### config.mk
export PLATFORM = sky130hd
export DESIGN_NAME = bin_tape_loader
export DESIGN_NICKNAME = d
export VERILOG_FILES = /design/src/rtl/bin_loader_pkg.sv /design/src/rtl/bin_char_class.sv /design/src/rtl/bin_pair_former.sv /design/src/rtl/bin_commit.sv /design/src/rtl/bin_tape_loader.sv
export SDC_FILE = /design/constraint.sdc
export NUM_CORES = 1
export LEC_CHECK = 0
export BUFFER_PORTS_ARGS = -buffer_cell sky130_fd_sc_hd__buf_2
export CAP_MARGIN = 20
export CORE_UTILIZATION = 53
export DETAILED_ROUTE_END_ITERATION = 7
export PLACE_DENSITY = 0.76
export REMOVE_ABC_BUFFERS = 1
export SLEW_MARGIN = 30
export SYNTH_ARGS = -nofsm -noshare
export SYNTH_HDL_FRONTEND = slang
export SYNTH_SLANG_ARGS = --single-unit
### constraint.sdc
create_clock -name clk -period 2 [get_ports clk]
set_input_delay 0.2 -clock clk [delete_from_list [all_inputs] [get_ports clk]]
set_output_delay 0.2 -clock clk [all_outputs]
set_load 0.05 [all_outputs]
### src/rtl/bin_loader_pkg.sv
package bin_loader_pkg;
  localparam int CHAR_W  = 8;
  localparam int HALF_W  = 6;
  localparam int WORD_W  = 2 * HALF_W;
  localparam int FIELD_W = 3;
  localparam int WADDR_W = FIELD_W + WORD_W;

  typedef enum logic [1:0] {
    CH_BODY,
    CH_FRAME,
    CH_FIELD,
    CH_RUBOUT
  } char_kind_e;

  localparam logic [CHAR_W-1:0] RUBOUT_CODE = '1;
endpackage

### src/rtl/bin_char_class.sv
module bin_char_class
  import bin_loader_pkg::*;
(
  input  logic [CHAR_W-1:0] ch,
  output char_kind_e        kind
);
  always_comb begin
    unique case (ch[CHAR_W-1 -: 2])
      2'b10:   kind = CH_FRAME;
      2'b11:   kind = (ch == RUBOUT_CODE) ? CH_RUBOUT : CH_FIELD;
      default: kind = CH_BODY;
    endcase
  end
endmodule

### src/rtl/bin_pair_former.sv
module bin_pair_former
  import bin_loader_pkg::*;
(
  input  logic               clk,
  input  logic               rst_n,
  input  logic [FIELD_W-1:0] init_field,
  input  logic               take,
  input  logic [CHAR_W-1:0]  ch,
  input  char_kind_e         kind,
  output logic               first_pulse,
  output logic               pair_pulse,
  output logic               end_pulse,
  output logic [WORD_W-1:0]  pair_word,
  output logic               pair_link,
  output logic [WORD_W-1:0]  pair_sum,
  output logic [FIELD_W-1:0] pair_field
);
  logic               want_low;
  logic               skipping;
  logic               started;
  logic [CHAR_W-1:0]  hi_char;
  logic [FIELD_W-1:0] field_q;
  logic [FIELD_W-1:0] hi_field;
  logic               lead_pos;

  assign lead_pos    = take && !want_low && !skipping;
  assign first_pulse = lead_pos && (kind == CH_BODY);
  assign end_pulse   = lead_pos && (kind == CH_FRAME) && started;
  assign pair_pulse  = take && want_low;
  assign pair_word   = {hi_char[HALF_W-1:0], {HALF_W{1'b0}}} + WORD_W'(ch);
  assign pair_link   = hi_char[HALF_W];
  assign pair_sum    = WORD_W'(hi_char) + WORD_W'(ch);
  assign pair_field  = hi_field;

  always_ff @(posedge clk) begin
    if (!rst_n) begin
      want_low <= 1'b0;
      skipping <= 1'b0;
      started  <= 1'b0;
      hi_char  <= '0;
      field_q  <= init_field;
      hi_field <= init_field;
    end else if (take) begin
      if (want_low) begin
        want_low <= 1'b0;
      end else if (skipping) begin
        if (kind == CH_RUBOUT) skipping <= 1'b0;
      end else begin
        unique case (kind)
          CH_RUBOUT: skipping <= 1'b1;
          CH_FIELD:  field_q  <= ch[HALF_W-1 -: FIELD_W];
          CH_BODY: begin
            hi_char  <= ch;
            hi_field <= field_q;
            want_low <= 1'b1;
            started  <= 1'b1;
          end
          default: ;
        endcase
      end
    end
  end
endmodule

### src/rtl/bin_commit.sv
module bin_commit
  import bin_loader_pkg::*;
(
  input  logic               clk,
  input  logic               rst_n,
  input  logic               first_pulse,
  input  logic               pair_pulse,
  input  logic               end_pulse,
  input  logic [WORD_W-1:0]  pair_word,
  input  logic               pair_link,
  input  logic [WORD_W-1:0]  pair_sum,
  input  logic [FIELD_W-1:0] pair_field,
  input  logic               wr_ready,
  output logic               wr_valid,
  output logic [WADDR_W-1:0] wr_addr,
  output logic [WORD_W-1:0]  wr_data,
  output logic               done,
  output logic               sum_ok,
  output logic [WORD_W-1:0]  sum_diff
);
  logic               pend_valid;
  logic [WORD_W-1:0]  pend_word;
  logic               pend_link;
  logic [WORD_W-1:0]  pend_sum;
  logic [FIELD_W-1:0] pend_field;
  logic [WORD_W-1:0]  ptr;
  logic [WORD_W-1:0]  run_sum;

  always_ff @(posedge clk) begin
    if (!rst_n) begin
      pend_valid <= 1'b0;
      pend_word  <= '0;
      pend_link  <= 1'b0;
      pend_sum   <= '0;
      pend_field <= '0;
      ptr        <= '0;
      run_sum    <= '0;
      wr_valid   <= 1'b0;
      wr_addr    <= '0;
      wr_data    <= '0;
      done       <= 1'b0;
      sum_ok     <= 1'b0;
      sum_diff   <= '0;
    end else begin
      if (wr_valid && wr_ready) wr_valid <= 1'b0;
      if (first_pulse && pend_valid) begin
        run_sum    <= run_sum + pend_sum;
        pend_valid <= 1'b0;
        if (pend_link) begin
          ptr <= pend_word;
        end else begin
          wr_valid <= 1'b1;
          wr_addr  <= {pend_field, ptr};
          wr_data  <= pend_word;
          ptr      <= ptr + 1'b1;
        end
      end
      if (pair_pulse) begin
        pend_valid <= 1'b1;
        pend_word  <= pair_word;
        pend_link  <= pair_link;
        pend_sum   <= pair_sum;
        pend_field <= pair_field;
      end
      if (end_pulse) begin
        done     <= 1'b1;
        sum_diff <= run_sum - pend_word;
        sum_ok   <= (run_sum == pend_word);
      end
    end
  end
endmodule

### src/rtl/bin_tape_loader.sv
module bin_tape_loader
  import bin_loader_pkg::*;
(
  input  logic               clk,
  input  logic               rst_n,
  input  logic [FIELD_W-1:0] init_field,
  input  logic               in_valid,
  output logic               in_ready,
  input  logic [CHAR_W-1:0]  in_char,
  output logic               wr_valid,
  input  logic               wr_ready,
  output logic [WADDR_W-1:0] wr_addr,
  output logic [WORD_W-1:0]  wr_data,
  output logic               done,
  output logic               checksum_ok,
  output logic [WORD_W-1:0]  checksum_diff
);
  char_kind_e         kind;
  logic               take;
  logic               first_pulse;
  logic               pair_pulse;
  logic               end_pulse;
  logic [WORD_W-1:0]  pair_word;
  logic               pair_link;
  logic [WORD_W-1:0]  pair_sum;
  logic [FIELD_W-1:0] pair_field;

  assign in_ready = !wr_valid;
  assign take     = in_valid && in_ready && !done;

  bin_char_class i_class (
    .ch   (in_char),
    .kind (kind)
  );

  bin_pair_former i_former (
    .clk         (clk),
    .rst_n       (rst_n),
    .init_field  (init_field),
    .take        (take),
    .ch          (in_char),
    .kind        (kind),
    .first_pulse (first_pulse),
    .pair_pulse  (pair_pulse),
    .end_pulse   (end_pulse),
    .pair_word   (pair_word),
    .pair_link   (pair_link),
    .pair_sum    (pair_sum),
    .pair_field  (pair_field)
  );

  bin_commit i_commit (
    .clk         (clk),
    .rst_n       (rst_n),
    .first_pulse (first_pulse),
    .pair_pulse  (pair_pulse),
    .end_pulse   (end_pulse),
    .pair_word   (pair_word),
    .pair_link   (pair_link),
    .pair_sum    (pair_sum),
    .pair_field  (pair_field),
    .wr_ready    (wr_ready),
    .wr_valid    (wr_valid),
    .wr_addr     (wr_addr),
    .wr_data     (wr_data),
    .done        (done),
    .sum_ok      (checksum_ok),
    .sum_diff    (checksum_diff)
  );
endmodule

Word-level counts from Yosys, hierarchy flattened
Cells that the tools add are included.

storage, ports and cells
  register bits = 112
  bits of input ports = 15
  output and inout bits = 43
  word-level logic and storage cells = 84

operators by class
  add/sub/neg operators = 5
  equal/unequal tests = 12
  muxes and demuxes = 24
  bitwise gates (word level) = 3
  reduce and logical (&&, ||, !) cells = 21

operators with widths
  cell                                                    number
  two-way mux 3 bit                                       10
  adder 12 x 1 -> 12 bit (second input constant)          1
  adder 12 bit                                            1
  adder 12 x 8 -> 12 bit                                  1
  equality test 12 bit                                    1
  two-way mux 1 bit                                       12
  two-way mux 12 bit                                      1
  AND reduction 4 bit                                     3
  subtractor 12 bit                                       1
  logical AND 1 bit                                       10
  adder 8 x 8 -> 9 bit                                    1
  equality test 2 bit (second input constant)             4
  equality test 8 bit (second input constant)             1
  inequality test 2 x 1 -> 1 bit (second input constant)  3
  logical NOT 1 bit                                       4
  inequality test 2 bit (second input constant)           2
  one-hot mux 2 bit (2 select lines)                      1
  AND reduction 2 bit                                     2
  inverter 1 bit                                          3
  equality test 2 x 1 -> 1 bit (second input constant)    1
  logical NOT 2 bit                                       1
  nonzero test 2 bit                                      1

Depth between registers and ports, before layout
  depth after elaboration = 9
  gate-level depth with buffers = 9
  depth with buffers taken out = 9

By module
From an unflattened synthesis, not the netlist that was laid out.

second synthesis, totals
  cells, all modules = 687
  area total of the unflattened synthesis = 6,049.6 µm²

modules (own cells, without submodules)
  module           instances  cells each  area each (µm²)  seq. area each (µm²)
  bin_commit       1          551         4,778.3          1,901.8
  bin_pair_former  1          129         1,219.9          400.4
  bin_char_class   1          5           35.0             0.0
  bin_tape_loader  1          2           16.3             0.0

Worst setup path before layout
Ideal clock, no wire load.

  path type = flip-flop to flip-flop
  start = register i_commit.done
  end = register i_commit.wr_addr[14]
  library setup time = 0.134 ns
  data arrival time = 2.256 ns
  data required time = 1.866 ns
  slack = -0.390 ns
  cell stages (with the launch flop) = 9
  path buffers = 3
  clock period less this slack = 2.390 ns
  cells stage by stage = dfxtp_1 or4b_1 buf_2 or3_4 or3_1 buf_4 buf_6 nand2_1 a21oi_1

between the ends
  longest elaborated chain between the ends = 7

ends and longest elaborated chain
  item                                  line                   RTL
  start: declaration                    bin_commit.sv:17       output logic done,
  start signal: assignment              bin_commit.sv:41       done <= 1'b0;
  start signal: assignment              bin_commit.sv:66       done <= 1'b1;
  logical NOT 1 bit                     bin_tape_loader.sv:29  assign take = in_valid && in_ready && !done;
  logical AND 1 bit                     bin_tape_loader.sv:29
  logical AND 1 bit (2 in a row)        bin_pair_former.sv:26  assign lead_pos = take && !want_low && !skipping;
  logical AND 1 bit                     bin_pair_former.sv:27  assign first_pulse = lead_pos && (kind == CH_BODY);
  logical AND 1 bit                     bin_commit.sv:46       if (first_pulse && pend_valid) begin
  AND reduction 2 bit (no source line)  n/a
  end signal: assignment                bin_commit.sv:53       wr_addr <= {pend_field, ptr};
  end: declaration                      bin_commit.sv:15       output logic [WADDR_W-1:0] wr_addr,

No other way between the ends.
A chain may end at the register's enable or synchronous reset.

Final worst setup path
  start = register i_commit.done
  end = register i_commit.wr_data[1]

between the ends
  longest elaborated chain between the ends = 7

ends and longest elaborated chain
  item                                  line                   RTL
  logical NOT 1 bit                     bin_tape_loader.sv:29
  logical AND 1 bit                     bin_tape_loader.sv:29
  logical AND 1 bit (2 in a row)        bin_pair_former.sv:26
  logical AND 1 bit                     bin_pair_former.sv:27
  logical AND 1 bit                     bin_commit.sv:46
  AND reduction 2 bit (no source line)  n/a
  end signal: assignment                bin_commit.sv:54       wr_data <= pend_word;
  end: declaration                      bin_commit.sv:16       output logic [WORD_W-1:0] wr_data,

No other way between the ends.

==> impl_metrics.ini <==
[status]
run_status = finished with violations
violations_in_the_final_reports = negative setup slack

[grt]
gr-usage-all-layers_pct = 26.0
grt_overflow_total = 0
grt_max_degree = 42
antenna_found_initial = 0
first_global_vias = 4849
grt_pass1_wl_microns = 22600

[synth]
yosysTopAreaCellShare_pct = 37.6
synthTopCellsByArea = dfxtp_1, nand2_1, a21oi_1, ha_1, nor2_1
ys_types = 54
synth_top_flop_cell = dfxtp_1
synth-edff-count = 6
yosysSeqAreaShare_pct = 40.8
area_of_the_mapped_netlist_sq_um = 5490
post_synth_inst_count = 684
yosysTopAreaCell = dfxtp_1
synth-warning-count = 0
postSynthRegisterBits = 109
synth_area_per_cell_sq_um = 8.02
synthArstFlopShare_pct = 0

[clock_tree]
clock_tree_root_driver_cell = clkbuf_8
cts_hold_buf = 0
sink_count_of_the_clock_tree = 109
worst_skew_pair.late_latency_ns = 0.39
path_clk_slew_ns = 0.11
cts_tree = done
cts_max_path_bufs = 2
htree_levels = 3
cts_made_buffers = 9

[cells_and_area]
layout.cells.most_common = nand2_1
layout.cells.most_common_list = nand2_1, a21oi_1, dfxtp_1, buf_2, buf_4
fin_area_sq_um = 6840
final_nets = 828
layout.cells.non_filler = 916
final_util_pct = 69.0
post_route_cells_drive_above_1_share_pct = 26.3
area_growth_syn_to_layout_pct = 24.6
antenna-diode-count = 0
fillerInstances = 771

[worst_setup_path]
biggest_fanout_along_the_worst_timing_path = 7
startpoint_type = flip-flop
critPathCaptureType = flip-flop
path_class = reg -> reg
cp.required_ns = 2.27
crit_path_max_incr_delay_ns = 0.53
timing.critical_path.mode_cell = or3_4
r2r-end = i_commit.wr_data[1]$_SDFFE_PN0P_
critical_path.reg2reg.startpoint = i_commit.done$_SDFFE_PN0P_
timing.critical_path.arrival_ns = 2.39
rr_worst_depth = 6
ff2ff_setup_slack_ns = -0.12
worst_path_max_delay_cell = or4b_4
crit_path_cell_trace = or4b_4, or3_4, or3_4, clkbuf_16, nand2_1, a21oi_1

[placement]
hpwl_microns = 9900
place.gp.congestion = 0.878
post-place-cells = 888
place.port_buffers = 57
post_dp_area_sq_um = 6200

[detailed_routing]
vias_per_cell = 5.76
drtPass1Iterations = 5
drt-initial-drc-count = 301
drc_errors = 0
dr_total_vias = 5276
drt_wl_total_microns = 14700
antenna_left = 0
drt-wirelength-per-cell_microns = 16.1

[floorplan]
design.core.area_sq_um = 9910
row_count = 36
floorplan.io_pins = 58
fp.dieH_microns = 104
floorplan.die_area_sq_um = 10800
initial_core_util_pct = 55.4
fp.dieW_microns = 104

[worst_hold_path]
timing.hold.worst.start = wr_ready
timing.hold.worst_endpoint = i_commit.wr_valid$_SDFF_PN0_
min_path_cells = 3
hold_path.class = in -> reg

[timing]
max_clock_freq_mhz = 471
skew_ns = 0.0125
report.final.slew_viol_count = 0
final_critical_path_setup_slack_ns = -0.124
final.min_clock_period_ns = 2.12
finalHoldViolCount = 0
final-setup-viol-count = 42
rsz0062_at_grt = yes
timing_worst_slew_pin_value_ns = 0.429
worst_slew_margin_rel_pct = 71.4
fin_crit_sh_pct = 106

[power]
p_sw_share_pct = 27.3
power_frac_seq_pct = 53.9
p_clk_share_pct = 33.8
p_int_uw = 3050
comb_pwr_share_pct = 12.4
p_leak_uw = 0.00271
power-per-cell-area_nw_per_um2 = 614
total_switching_power_uw = 1150
worst_ir_drop_vdd_v = 0.000469

[job]
maxCapViolations = 0
-- power groups by stage --
stage               clock, uW  sequential, uW  combinational (uW)
floorplan                   0            2320                 258
global placement            0            2310                 432
detailed placement          0            2310                 446
CTS                      1430            2260                 471
global route             1500            2270                 561
finish                   1420            2260                 520
-- worst max-delay path, delay by kind of cell, from the launching register on --
family	cells	cell delay [ns]
AND/OR/NAND/NOR	4	1.41
buffers and inverters	1	0.20
flip-flops	1	0.34
AO/OA/AOI/OAI	1	0.07
-- synth_stat cells (5+ instances only) --
library cell    n
a211oi_1       16
a21o_1          5
a21oi_1       100
a31oi_1         5
and3_1          7
buf_2           6
clkbuf_1       26
dfxtp_1       103
edfxtp_1        6
ha_1           31
inv_1          19
mux2i_1         5
nand2_1       150
nand2b_1        8
nand3_1        15
nand4_1         6
nor2_1         54
nor3_1         10
o211ai_1        6
o21a_1          7
o21ai_0        20
or3_1           7
xnor2_1        17
-- final cells by class --
class	instances	area (sq um)	area share, %
Clock buffer	9	124	1.81
Tap cell	133	166	2.43
Inverter	19	71.3	1.04
Clock inverter	7	78.8	1.15
Timing Repair Buffer	119	862	12.6
Multi-Input combinational cell	520	3280	47.9
Sequential cell	109	2260	33.1
-- layer usage --
layer  vias to the layer above  GRT usage [%]  part of all wire [%]
met2                       167           44.2                    50
met3                        29           3.34                   5.3
met4                         0           11.6                   2.3
met5                         -              0                     0
met1                      2504           32.9                    43
li1                       2576              -                     -
-- flip-flops by register name, summed over array words and instances, names as in the netlist, 8 cells and up --
| name | flops |
|---|---|
| i_commit.pend_sum | 9 |
| i_commit.pend_word | 12 |
| i_commit.wr_addr | 15 |
| i_commit.wr_data | 12 |
| i_commit.sum_diff | 12 |
| i_commit.ptr | 12 |
| i_commit.run_sum | 12 |
| i_former.hi_char | 8 |
-- logic make-up (layout without fill, tap and decap cells) --
| family | after synthesis | after routing | share of synthesized area [%] |
|---|---|---|---|
| xor gates and xnor gates | 18 | 18 | 2.87 |
| muxes | 5 | 5 | 0.912 |
| buffers and inverters | 55 | 154 | 4.24 |
| and+or+nand+nor | 278 | 278 | 22.7 |
| DFF | 109 | 109 | 40.8 |
| adders and majority gates | 35 | 35 | 8.53 |
| AOI/OAI and AO/OA | 184 | 184 | 19.9 |
-- stage by stage --
stage	TNS (ns)	power, uW	hold slack (ns)	worst slack [ns]
after floorplan	-24.44	2580	0.336	-0.616
after global placement	-1.35	2740	0.438	-0.0842
after detailed placement	-3.83	2760	0.443	-0.211
after CTS	-1.44	4160	0.0714	-0.0867
after global routing	-5.31	4330	0.0933	-0.155
final	-3.37	4200	0.0802	-0.124
-- what timing repair did --
item | in CTS | in global routing
resized for setup | 25 | 59
buffers inserted | 3 | 7
endpoints found under the setup margin | 46 | 49
pin swaps | 9 | 27
cloned | 0 | 2
-- how the worst max path moves through the flow --
stage / slack, ns / startpoint / to / cells past startpoint
floorplan: -0.62 / i_commit.done$_SDFFE_PN0P_ / i_commit.wr_addr[0]$_SDFFE_PN0P_ / 5
global placement: -0.08 / i_commit.run_sum[0]$_SDFFE_PN0P_ / i_commit.run_sum[10]$_SDFFE_PN0P_ / 8
detailed placement: -0.21 / i_commit.run_sum[0]$_SDFFE_PN0P_ / i_commit.run_sum[10]$_SDFFE_PN0P_ / 8
CTS: -0.09 / i_commit.run_sum[0]$_SDFFE_PN0P_ / i_commit.run_sum[10]$_SDFFE_PN0P_ / 8
global route: -0.15 / i_commit.done$_SDFFE_PN0P_ / i_commit.wr_data[4]$_SDFFE_PN0P_ / 6
finish: -0.12 / i_commit.done$_SDFFE_PN0P_ / i_commit.wr_data[1]$_SDFFE_PN0P_ / 6
Power figures use the tool's default switching activity.
